File: src/rtl/ofs_loader_pkg.sv
package ofs_loader_pkg;

    typedef enum logic {
        LOAD_PARALLEL = 1'b0,
        LOAD_SERIAL   = 1'b1
    } load_mode_e;

    typedef enum logic {
        SEL_EMPTY = 1'b0,
        SEL_FULL  = 1'b1
    } ofs_sel_e;

    localparam int unsigned DEF_NARROW = 127;
    localparam int unsigned DEF_WIDE   = 1023;

    // Update request handed from the sequencer to the register file
    typedef struct packed {
        logic     par_we;
        ofs_sel_e sel;
        logic     ser_we;
        logic     ser_bit;
    } ofs_cmd_t;

    function automatic logic [31:0] default_offset(input load_mode_e m);
        return (m == LOAD_SERIAL) ? 32'(DEF_WIDE) : 32'(DEF_NARROW);
    endfunction

    function automatic ofs_sel_e next_sel(input ofs_sel_e s);
        return (s == SEL_EMPTY) ? SEL_FULL : SEL_EMPTY;
    endfunction

endpackage

File: src/rtl/ofs_loader_seq.sv
module ofs_loader_seq
    import ofs_loader_pkg::*;
#(
    parameter int OFS_W = 12,
    parameter int IDX_W = $clog2(2 * OFS_W)
) (
    input  logic             clk,
    input  logic             rst,
    input  load_mode_e       mode,
    input  logic             acc_en,
    input  logic             wr_en,
    input  logic             rd_en,
    input  logic             sh_en,
    input  logic             sh_bit,
    output ofs_cmd_t         cmd,
    output logic [IDX_W-1:0] bit_pos,
    output logic             rd_take,
    output ofs_sel_e         rd_sel
);
    localparam logic [IDX_W-1:0] LAST_POS = IDX_W'(2 * OFS_W - 1);

    ofs_sel_e         ptr_q;
    logic [IDX_W-1:0] pos_q;
    logic             done_q;
    logic             par_write, par_read, ser_step;

    always_comb begin
        par_write = (mode == LOAD_PARALLEL) && acc_en && wr_en;
        par_read  = (mode == LOAD_PARALLEL) && acc_en && rd_en && !wr_en;
        ser_step  = (mode == LOAD_SERIAL) && acc_en && sh_en && !done_q;
    end

    // Shared word pointer for parallel writes and reads
    always_ff @(posedge clk) begin
        if (rst) begin
            ptr_q <= SEL_EMPTY;
        end else if (par_write || par_read) begin
            ptr_q <= next_sel(ptr_q);
        end
    end

    // Serial bit position and end-of-stream stop
    always_ff @(posedge clk) begin
        if (rst) begin
            pos_q  <= '0;
            done_q <= 1'b0;
        end else if (ser_step) begin
            if (pos_q == LAST_POS) begin
                pos_q  <= '0;
                done_q <= 1'b1;
            end else begin
                pos_q <= pos_q + 1'b1;
            end
        end else if (!acc_en) begin
            done_q <= 1'b0;
        end
    end

    always_comb begin
        cmd.par_we  = par_write;
        cmd.sel     = ptr_q;
        cmd.ser_we  = ser_step;
        cmd.ser_bit = sh_bit;
        bit_pos     = pos_q;
        rd_take     = par_read;
        rd_sel      = ptr_q;
    end

    // bit position never leaves the two-offset stream
    p_pos_range_r5: assert property (@(posedge clk) disable iff (rst)
        pos_q <= LAST_POS);

    // once stopped, no shift is issued while access stays open
    p_stop_holds_r5: assert property (@(posedge clk) disable iff (rst)
        (done_q && acc_en) |=> !cmd.ser_we);

endmodule

File: src/rtl/ofs_loader_regs.sv
module ofs_loader_regs
    import ofs_loader_pkg::*;
#(
    parameter int OFS_W  = 12,
    parameter int DATA_W = 16,
    parameter int IDX_W  = $clog2(2 * OFS_W)
) (
    input  logic              clk,
    input  logic              rst,
    input  load_mode_e        rst_mode,
    input  ofs_cmd_t          cmd,
    input  logic [IDX_W-1:0]  bit_pos,
    input  logic [DATA_W-1:0] par_data,
    input  logic              rd_take,
    input  ofs_sel_e          rd_sel,
    output logic [OFS_W-1:0]  empty_q,
    output logic [OFS_W-1:0]  full_q,
    output logic [DATA_W-1:0] rd_q
);
    logic [31:0]      dflt;
    logic             in_full;
    logic [IDX_W-1:0] local_pos;
    logic [OFS_W-1:0] bmask, bval;

    always_comb begin
        dflt      = default_offset(rst_mode);
        in_full   = bit_pos >= IDX_W'(OFS_W);
        local_pos = in_full ? bit_pos - IDX_W'(OFS_W) : bit_pos;
        bmask     = OFS_W'(1) << local_pos;
        bval      = {OFS_W{cmd.ser_bit}} & bmask;
    end

    always_ff @(posedge clk) begin
        if (rst) begin
            empty_q <= dflt[OFS_W-1:0];
            full_q  <= dflt[OFS_W-1:0];
        end else if (cmd.par_we) begin
            if (cmd.sel == SEL_EMPTY) empty_q <= par_data[OFS_W-1:0];
            else                      full_q  <= par_data[OFS_W-1:0];
        end else if (cmd.ser_we) begin
            if (in_full) full_q  <= (full_q & ~bmask) | bval;
            else         empty_q <= (empty_q & ~bmask) | bval;
        end
    end

    always_ff @(posedge clk) begin
        if (rst) begin
            rd_q <= '0;
        end else if (rd_take) begin
            rd_q <= DATA_W'((rd_sel == SEL_FULL) ? full_q : empty_q);
        end
    end

    // a read never alters the stored offsets
    p_read_keeps_ofs_r7: assert property (@(posedge clk) disable iff (rst)
        (rd_take && !cmd.par_we && !cmd.ser_we) |=> ($stable(empty_q) && $stable(full_q)));

    // a serial step changes at most one bit across both offsets
    p_one_bit_r3: assert property (@(posedge clk) disable iff (rst)
        (cmd.ser_we && !cmd.par_we) |=>
            ($countones({empty_q, full_q} ^ $past({empty_q, full_q})) <= 1));

endmodule

File: src/rtl/ofs_loader.sv
module ofs_loader
    import ofs_loader_pkg::*;
#(
    parameter int OFS_W  = 12,
    parameter int DATA_W = 16
) (
    input  logic              clk,
    input  logic              rst,
    input  logic              cfg_strap,
    input  logic              acc_en,
    input  logic              wr_en,
    input  logic              rd_en,
    input  logic [DATA_W-1:0] wr_data,
    input  logic              sh_en,
    input  logic              sh_bit,
    output logic [OFS_W-1:0]  empty_ofs,
    output logic [OFS_W-1:0]  full_ofs,
    output logic [DATA_W-1:0] rd_data,
    output logic              serial_mode
);
    localparam int IDX_W = $clog2(2 * OFS_W);

    load_mode_e       mode_q;
    load_mode_e       strap_mode;
    ofs_cmd_t         cmd;
    logic [IDX_W-1:0] bit_pos;
    logic             rd_take;
    ofs_sel_e         rd_sel;

    assign strap_mode = cfg_strap ? LOAD_SERIAL : LOAD_PARALLEL;

    // Loading method is captured only while reset is held
    always_ff @(posedge clk) begin
        if (rst) mode_q <= strap_mode;
    end

    ofs_loader_seq #(.OFS_W(OFS_W), .IDX_W(IDX_W)) u_seq (
        .clk     (clk),
        .rst     (rst),
        .mode    (mode_q),
        .acc_en  (acc_en),
        .wr_en   (wr_en),
        .rd_en   (rd_en),
        .sh_en   (sh_en),
        .sh_bit  (sh_bit),
        .cmd     (cmd),
        .bit_pos (bit_pos),
        .rd_take (rd_take),
        .rd_sel  (rd_sel)
    );

    ofs_loader_regs #(.OFS_W(OFS_W), .DATA_W(DATA_W), .IDX_W(IDX_W)) u_regs (
        .clk      (clk),
        .rst      (rst),
        .rst_mode (strap_mode),
        .cmd      (cmd),
        .bit_pos  (bit_pos),
        .par_data (wr_data),
        .rd_take  (rd_take),
        .rd_sel   (rd_sel),
        .empty_q  (empty_ofs),
        .full_q   (full_ofs),
        .rd_q     (rd_data)
    );

    assign serial_mode = (mode_q == LOAD_SERIAL);

    // narrow defaults and parallel loading after a low strap
    p_default_narrow_r1: assert property (@(posedge clk)
        (rst && !cfg_strap) |=> (empty_ofs == OFS_W'(DEF_NARROW) &&
                                 full_ofs == OFS_W'(DEF_NARROW) && !serial_mode));

    // wide defaults and serial loading after a high strap
    p_default_wide_r2: assert property (@(posedge clk)
        (rst && cfg_strap) |=> (empty_ofs == OFS_W'(DEF_WIDE) &&
                                full_ofs == OFS_W'(DEF_WIDE) && serial_mode));

    // loading method fixed outside reset
    p_mode_locked_r8: assert property (@(posedge clk) disable iff (rst)
        1'b1 |=> $stable(serial_mode));

    // serial offsets hold without both enables
    p_serial_idle_r4: assert property (@(posedge clk) disable iff (rst)
        (serial_mode && !(acc_en && sh_en)) |=> ($stable(empty_ofs) && $stable(full_ofs)));

    // no read-back in serial mode
    p_no_serial_read_r8: assert property (@(posedge clk) disable iff (rst)
        serial_mode |=> $stable(rd_data));

    // parallel offsets move only on a write
    p_par_only_write_r8: assert property (@(posedge clk) disable iff (rst)
        (!serial_mode && !(acc_en && wr_en)) |=> ($stable(empty_ofs) && $stable(full_ofs)));

    // nothing changes without access enable
    p_no_access_r10: assert property (@(posedge clk) disable iff (rst)
        !acc_en |=> ($stable(empty_ofs) && $stable(full_ofs) && $stable(rd_data)));

endmodule

File: config.mk
export PLATFORM = sky130hd
export DESIGN_NAME = ofs_loader
export DESIGN_NICKNAME = d
export VERILOG_FILES = /design/src/rtl/ofs_loader_pkg.sv /design/src/rtl/ofs_loader_seq.sv /design/src/rtl/ofs_loader_regs.sv /design/src/rtl/ofs_loader.sv
export SDC_FILE = /design/constraint.sdc
export NUM_CORES = 1
export LEC_CHECK = 0
export ABC_AREA = 0
export BUFFER_PORTS_ARGS = -buffer_cell sky130_fd_sc_hd__buf_2
export CORE_ASPECT_RATIO = 1.1
export CORE_UTILIZATION = 25
export CTS_CLUSTER_DIAMETER = 40
export CTS_CLUSTER_SIZE = 20
export DETAILED_ROUTE_END_ITERATION = 10
export PLACE_DENSITY = 0.43
export SYNTH_ARGS = -nofsm -noshare
export SYNTH_HDL_FRONTEND = slang
export SYNTH_HIERARCHICAL = 1
export SYNTH_SLANG_ARGS = --single-unit
File: constraint.sdc
create_clock -name clk -period 2.9 [get_ports clk]
set_input_delay 0.145 -clock clk [delete_from_list [all_inputs] [get_ports clk]]
set_output_delay 0.145 -clock clk [all_outputs]
set_load 0.1 [all_outputs]
==> results.md <==
- The flow ran to the end, but the final reports show violations.
- The final reports fail on DRC.
- Counting flops and latches in the post-synthesis netlist gives 44.
- The clock tree skew after final layout is 3.66 ps.
- The cts-stage hold buffer count is 0.
- The tool flagged a number of max-cap violations equal to 0.
- The number of hold violations in the final report is 0.
- After synthesis, the cell types taking the most area are edfxtp_1, dfxtp_1, a211oi_1.
- The floorplan step defined a die boundary enclosing 0.0111 mm2.
- The largest single stage delay on the critical path is 460 ps.
- The filler cell count in the final layout is 1110.
- The aggregate negative setup slack is 0 ps.
- After synthesis, the mean cell area works out to 9.27 um2.
- The number of clock buffers added by TritonCTS is 5.
- The number of buffer and inverter instances along the worst setup path is 1.
- The count of flip-flops with a built-in enable after synthesis is 25.
- After synthesis, the share of flip-flops with an asynchronous set or reset is 0%.
- The highest clock rate is 423 MHz.
- The largest net degree at the start of global routing is 34.
- The count of placed standard cells in the final layout, fillers left out is 478.
- The class of the worst hold path is input pin to flip-flop.
- Setup repair after global routing left no endpoint under its margin.
- For this run, the post-layout net count is 360.
- For this block, the initial DRC count from the detailed router was 145.
- The area growth from synthesis to layout is 21.3%.
- The type of the setup path with the least slack is flip-flop to flip-flop.
- The aggregate global-route resource usage is 13.0%.
- The number of instances resized during post-cts repair is 0.
- For this configuration, the core starts out at a cell density of 25.6%.
- The H-tree depth is 2.
- In this run the static leakage power is 1.19 nW.
- The worst setup path is captured at a flip-flop.
- After clock tree synthesis, the clock-pin slew on the worst setup and hold paths is 60 ps.
- The instance count after placement with tap cells included is 470.
- The routed length per placed instance is 14.7 um.
- 0 antenna diodes ended up in the layout.
- The share of final-layout standard cells stronger than drive strength 1 is 24.5%.
- For the worst setup path, the data required time is 2860 ps.
- The count of vias placed by the detailed router is 2296.
- After synthesis the cells add up to 0.00266 mm2.
- After legalization and detailed placement, the total HPWL measured 5210 um.
- After detailed routing, the number of vias per cell comes to 4.80.
- The final critical delay including setup and external delays is 2360 ps.
- In this run the remaining antenna-violating nets after routing total 0.
- The first-pass iteration count of the detailed router is 7.
- In this run the core area contains 39 standard-cell rows.
- The flip-flop cell with the highest count after synthesis is edfxtp_1.
- The clock sink count is 44.
- Synthesis produced 287 cells.
- The number of antenna violations at the first check in global routing is 0.
- The sequential cell area fraction in the yosys report is 42.5%.
- The most common cell after layout, fill and taps aside is buf_2.
- In this run the post-CTS setup repair buffer count came out at 0.
- The horizontal die dimension is 100 um.
- The first-pass GRT wire length is 11000 um.
- On the critical path the largest part of the delay comes from simple AND/OR/NAND/NOR gates.
- After synthesis, the netlist uses 51 different library cells.
- The number of port buffers is 56.
- At the worst endpoint, the arrival time is 2320 ps.
- The cell taking the most area after synthesis is edfxtp_1.
- Walking the worst path, the cells encountered are nand2b_1 > nor2_2 > nor2b_1 > a21boi_0 > inv_1.
- In this run the worst path has a maximum fanout of 12.
- During synthesis, Yosys emitted a total of 6 warnings.
- The final weighted congestion in routability-driven placement is 0.787.
- Counting along the longest clock path gives a buffer depth of 2.
- Of the available clock period, the critical path in the final layout requires 81.5%.
- The top-area cell type share of the netlist area is 28.2%.
- After detailed routing, the number of remaining DRC violations is 1.
- For this design, the slowest cell found on the critical path is a21boi_0.
- For the worst-skew pair, the clock arrives at the later sink with an insertion delay of 280 ps.
- VDD sags by at most 0.000238 V.
- The routed design has 7030 um of wire.
- TritonCTS built the clock tree.
- The kind of start point of the critical path is a flip-flop.
- The height of the die is 110 um.
- The tree is rooted in a clkbuf_16.
- Leaving out fill and tap cells, the most frequent cells in the layout are buf_2, edfxtp_1, a21oi_1, nor2_1, a211oi_1.
- At the pin with the least slew margin, the transition time is 794 ps.
- The core region is 0.0104 mm2.
- Setup violations remaining at the end of the flow were counted as 0.
- The max-slew violation count is 0.
- After global routing the overflow that remains totals 0.
- The count of pins on the block boundary is 65.
- Measured against its own limit, the worst slew margin works out to 45.7%.
- The via count of the first global-routing pass came to 2079.
- Power spread over the standard cell area amounts to 543 mW/mm2.
## Yosys cell counts (2+ instances only)
master      n
nor2_1     26
a21oi_1    25
edfxtp_1   25
a211oi_1   21
dfxtp_1    19
nand2_1    19
clkbuf_1   13
mux2i_1    12
inv_1      10
and2_1      9
buf_4       9
nand2b_1    9
o21ai_0     9
a221o_1     8
nor2b_1     7
nor3b_1     7
or3_1       5
nand3_1     4
nor3_1      4
o221ai_1    4
a21o_1      3
a2111oi_0   2
and3_1      2
buf_1       2
buf_2       2
ha_1        2
nor4_1      2
o211ai_1    2
o31ai_1     2
or4_1       2
## kinds of logic after synthesis
group / count (synthesis) / share of synthesized area, %
flip-flops: 44 / 42.5
XOR/XNOR: 1 / 0.329
AO/OA/AOI/OAI: 86 / 23.4
multiplexers: 12 / 4.51
AND/OR/NAND/NOR: 103 / 21.2
adder cells (fa/ha/maj): 2 / 0.940
other: 1 / 0.141
buffers and inverters: 38 / 7.01
## path summary, 6_finish.rpt
kind                                           startpoint                         endpoint  slack (ps)  cells after the start
worst max-delay path                serial_mode$_DFFE_PP_  u_regs/full_q[11]$_SDFFCE_PP0P_         540                      5
worst min-delay path                            cfg_strap            serial_mode$_DFFE_PP_          60                      1
worst max register to register      serial_mode$_DFFE_PP_  u_regs/full_q[11]$_SDFFCE_PP0P_         540                      5
worst min register to register  u_seq/done_q$_SDFFE_PP0P_        u_seq/done_q$_SDFFE_PP0P_         460                      2
## routing by layer
layer	wire (um)	global-route usage [%]
met1	3360	16.8
met2	3370	22.1
met3	224	2.59
met4	74	3.73
met5	0	0
## final cells by class
class | instances | area, um2 | share of cell area, %
clock buffer | 7 | 164 | 5.08
clock inverter | 1 | 8.76 | 0.271
inverter | 11 | 41.3 | 1.28
multi-input combinational | 208 | 1360 | 42.2
sequential | 44 | 1130 | 35.1
tap | 143 | 179 | 5.54
timing repair buffer | 64 | 340 | 10.5
## worst reg2reg max path, stage by stage, from the launching register on
cell,delay (ps)
edfxtp_1,430
nand2b_1,240
nor2_2,410
nor2b_1,130
a21boi_0,460
inv_1,360
## through the flow
| step | power, W | instance area (um2) | worst slack, ps | util, % | hold slack (ps) |
|---|---|---|---|---|---|
| after global routing | 0.00182 | 3230 | 200 | 31.0 | 47.9 |
| after floorplan | 0.00106 | 2670 | 143 | - | 244 |
| after CTS | 0.00177 | 3230 | 511 | 31.0 | 51.7 |
| after global placement | 0.00112 | 3050 | 550 | 29.4 | 351 |
| after detailed placement | 0.00113 | 3050 | 526 | 29.4 | 348 |
| final | 0.00175 | 3230 | 537 | 31.0 | 55.6 |
## where the power goes
group | internal, W | switching (W) | leakage, nW
registers | 0.000695 | 0.0000228 | 0.379
logic | 0.0000772 | 0.000315 | 0.727
clock network | 0.000397 | 0.000245 | 0.0852
Note: power is estimated with default switching activity, not from simulation.
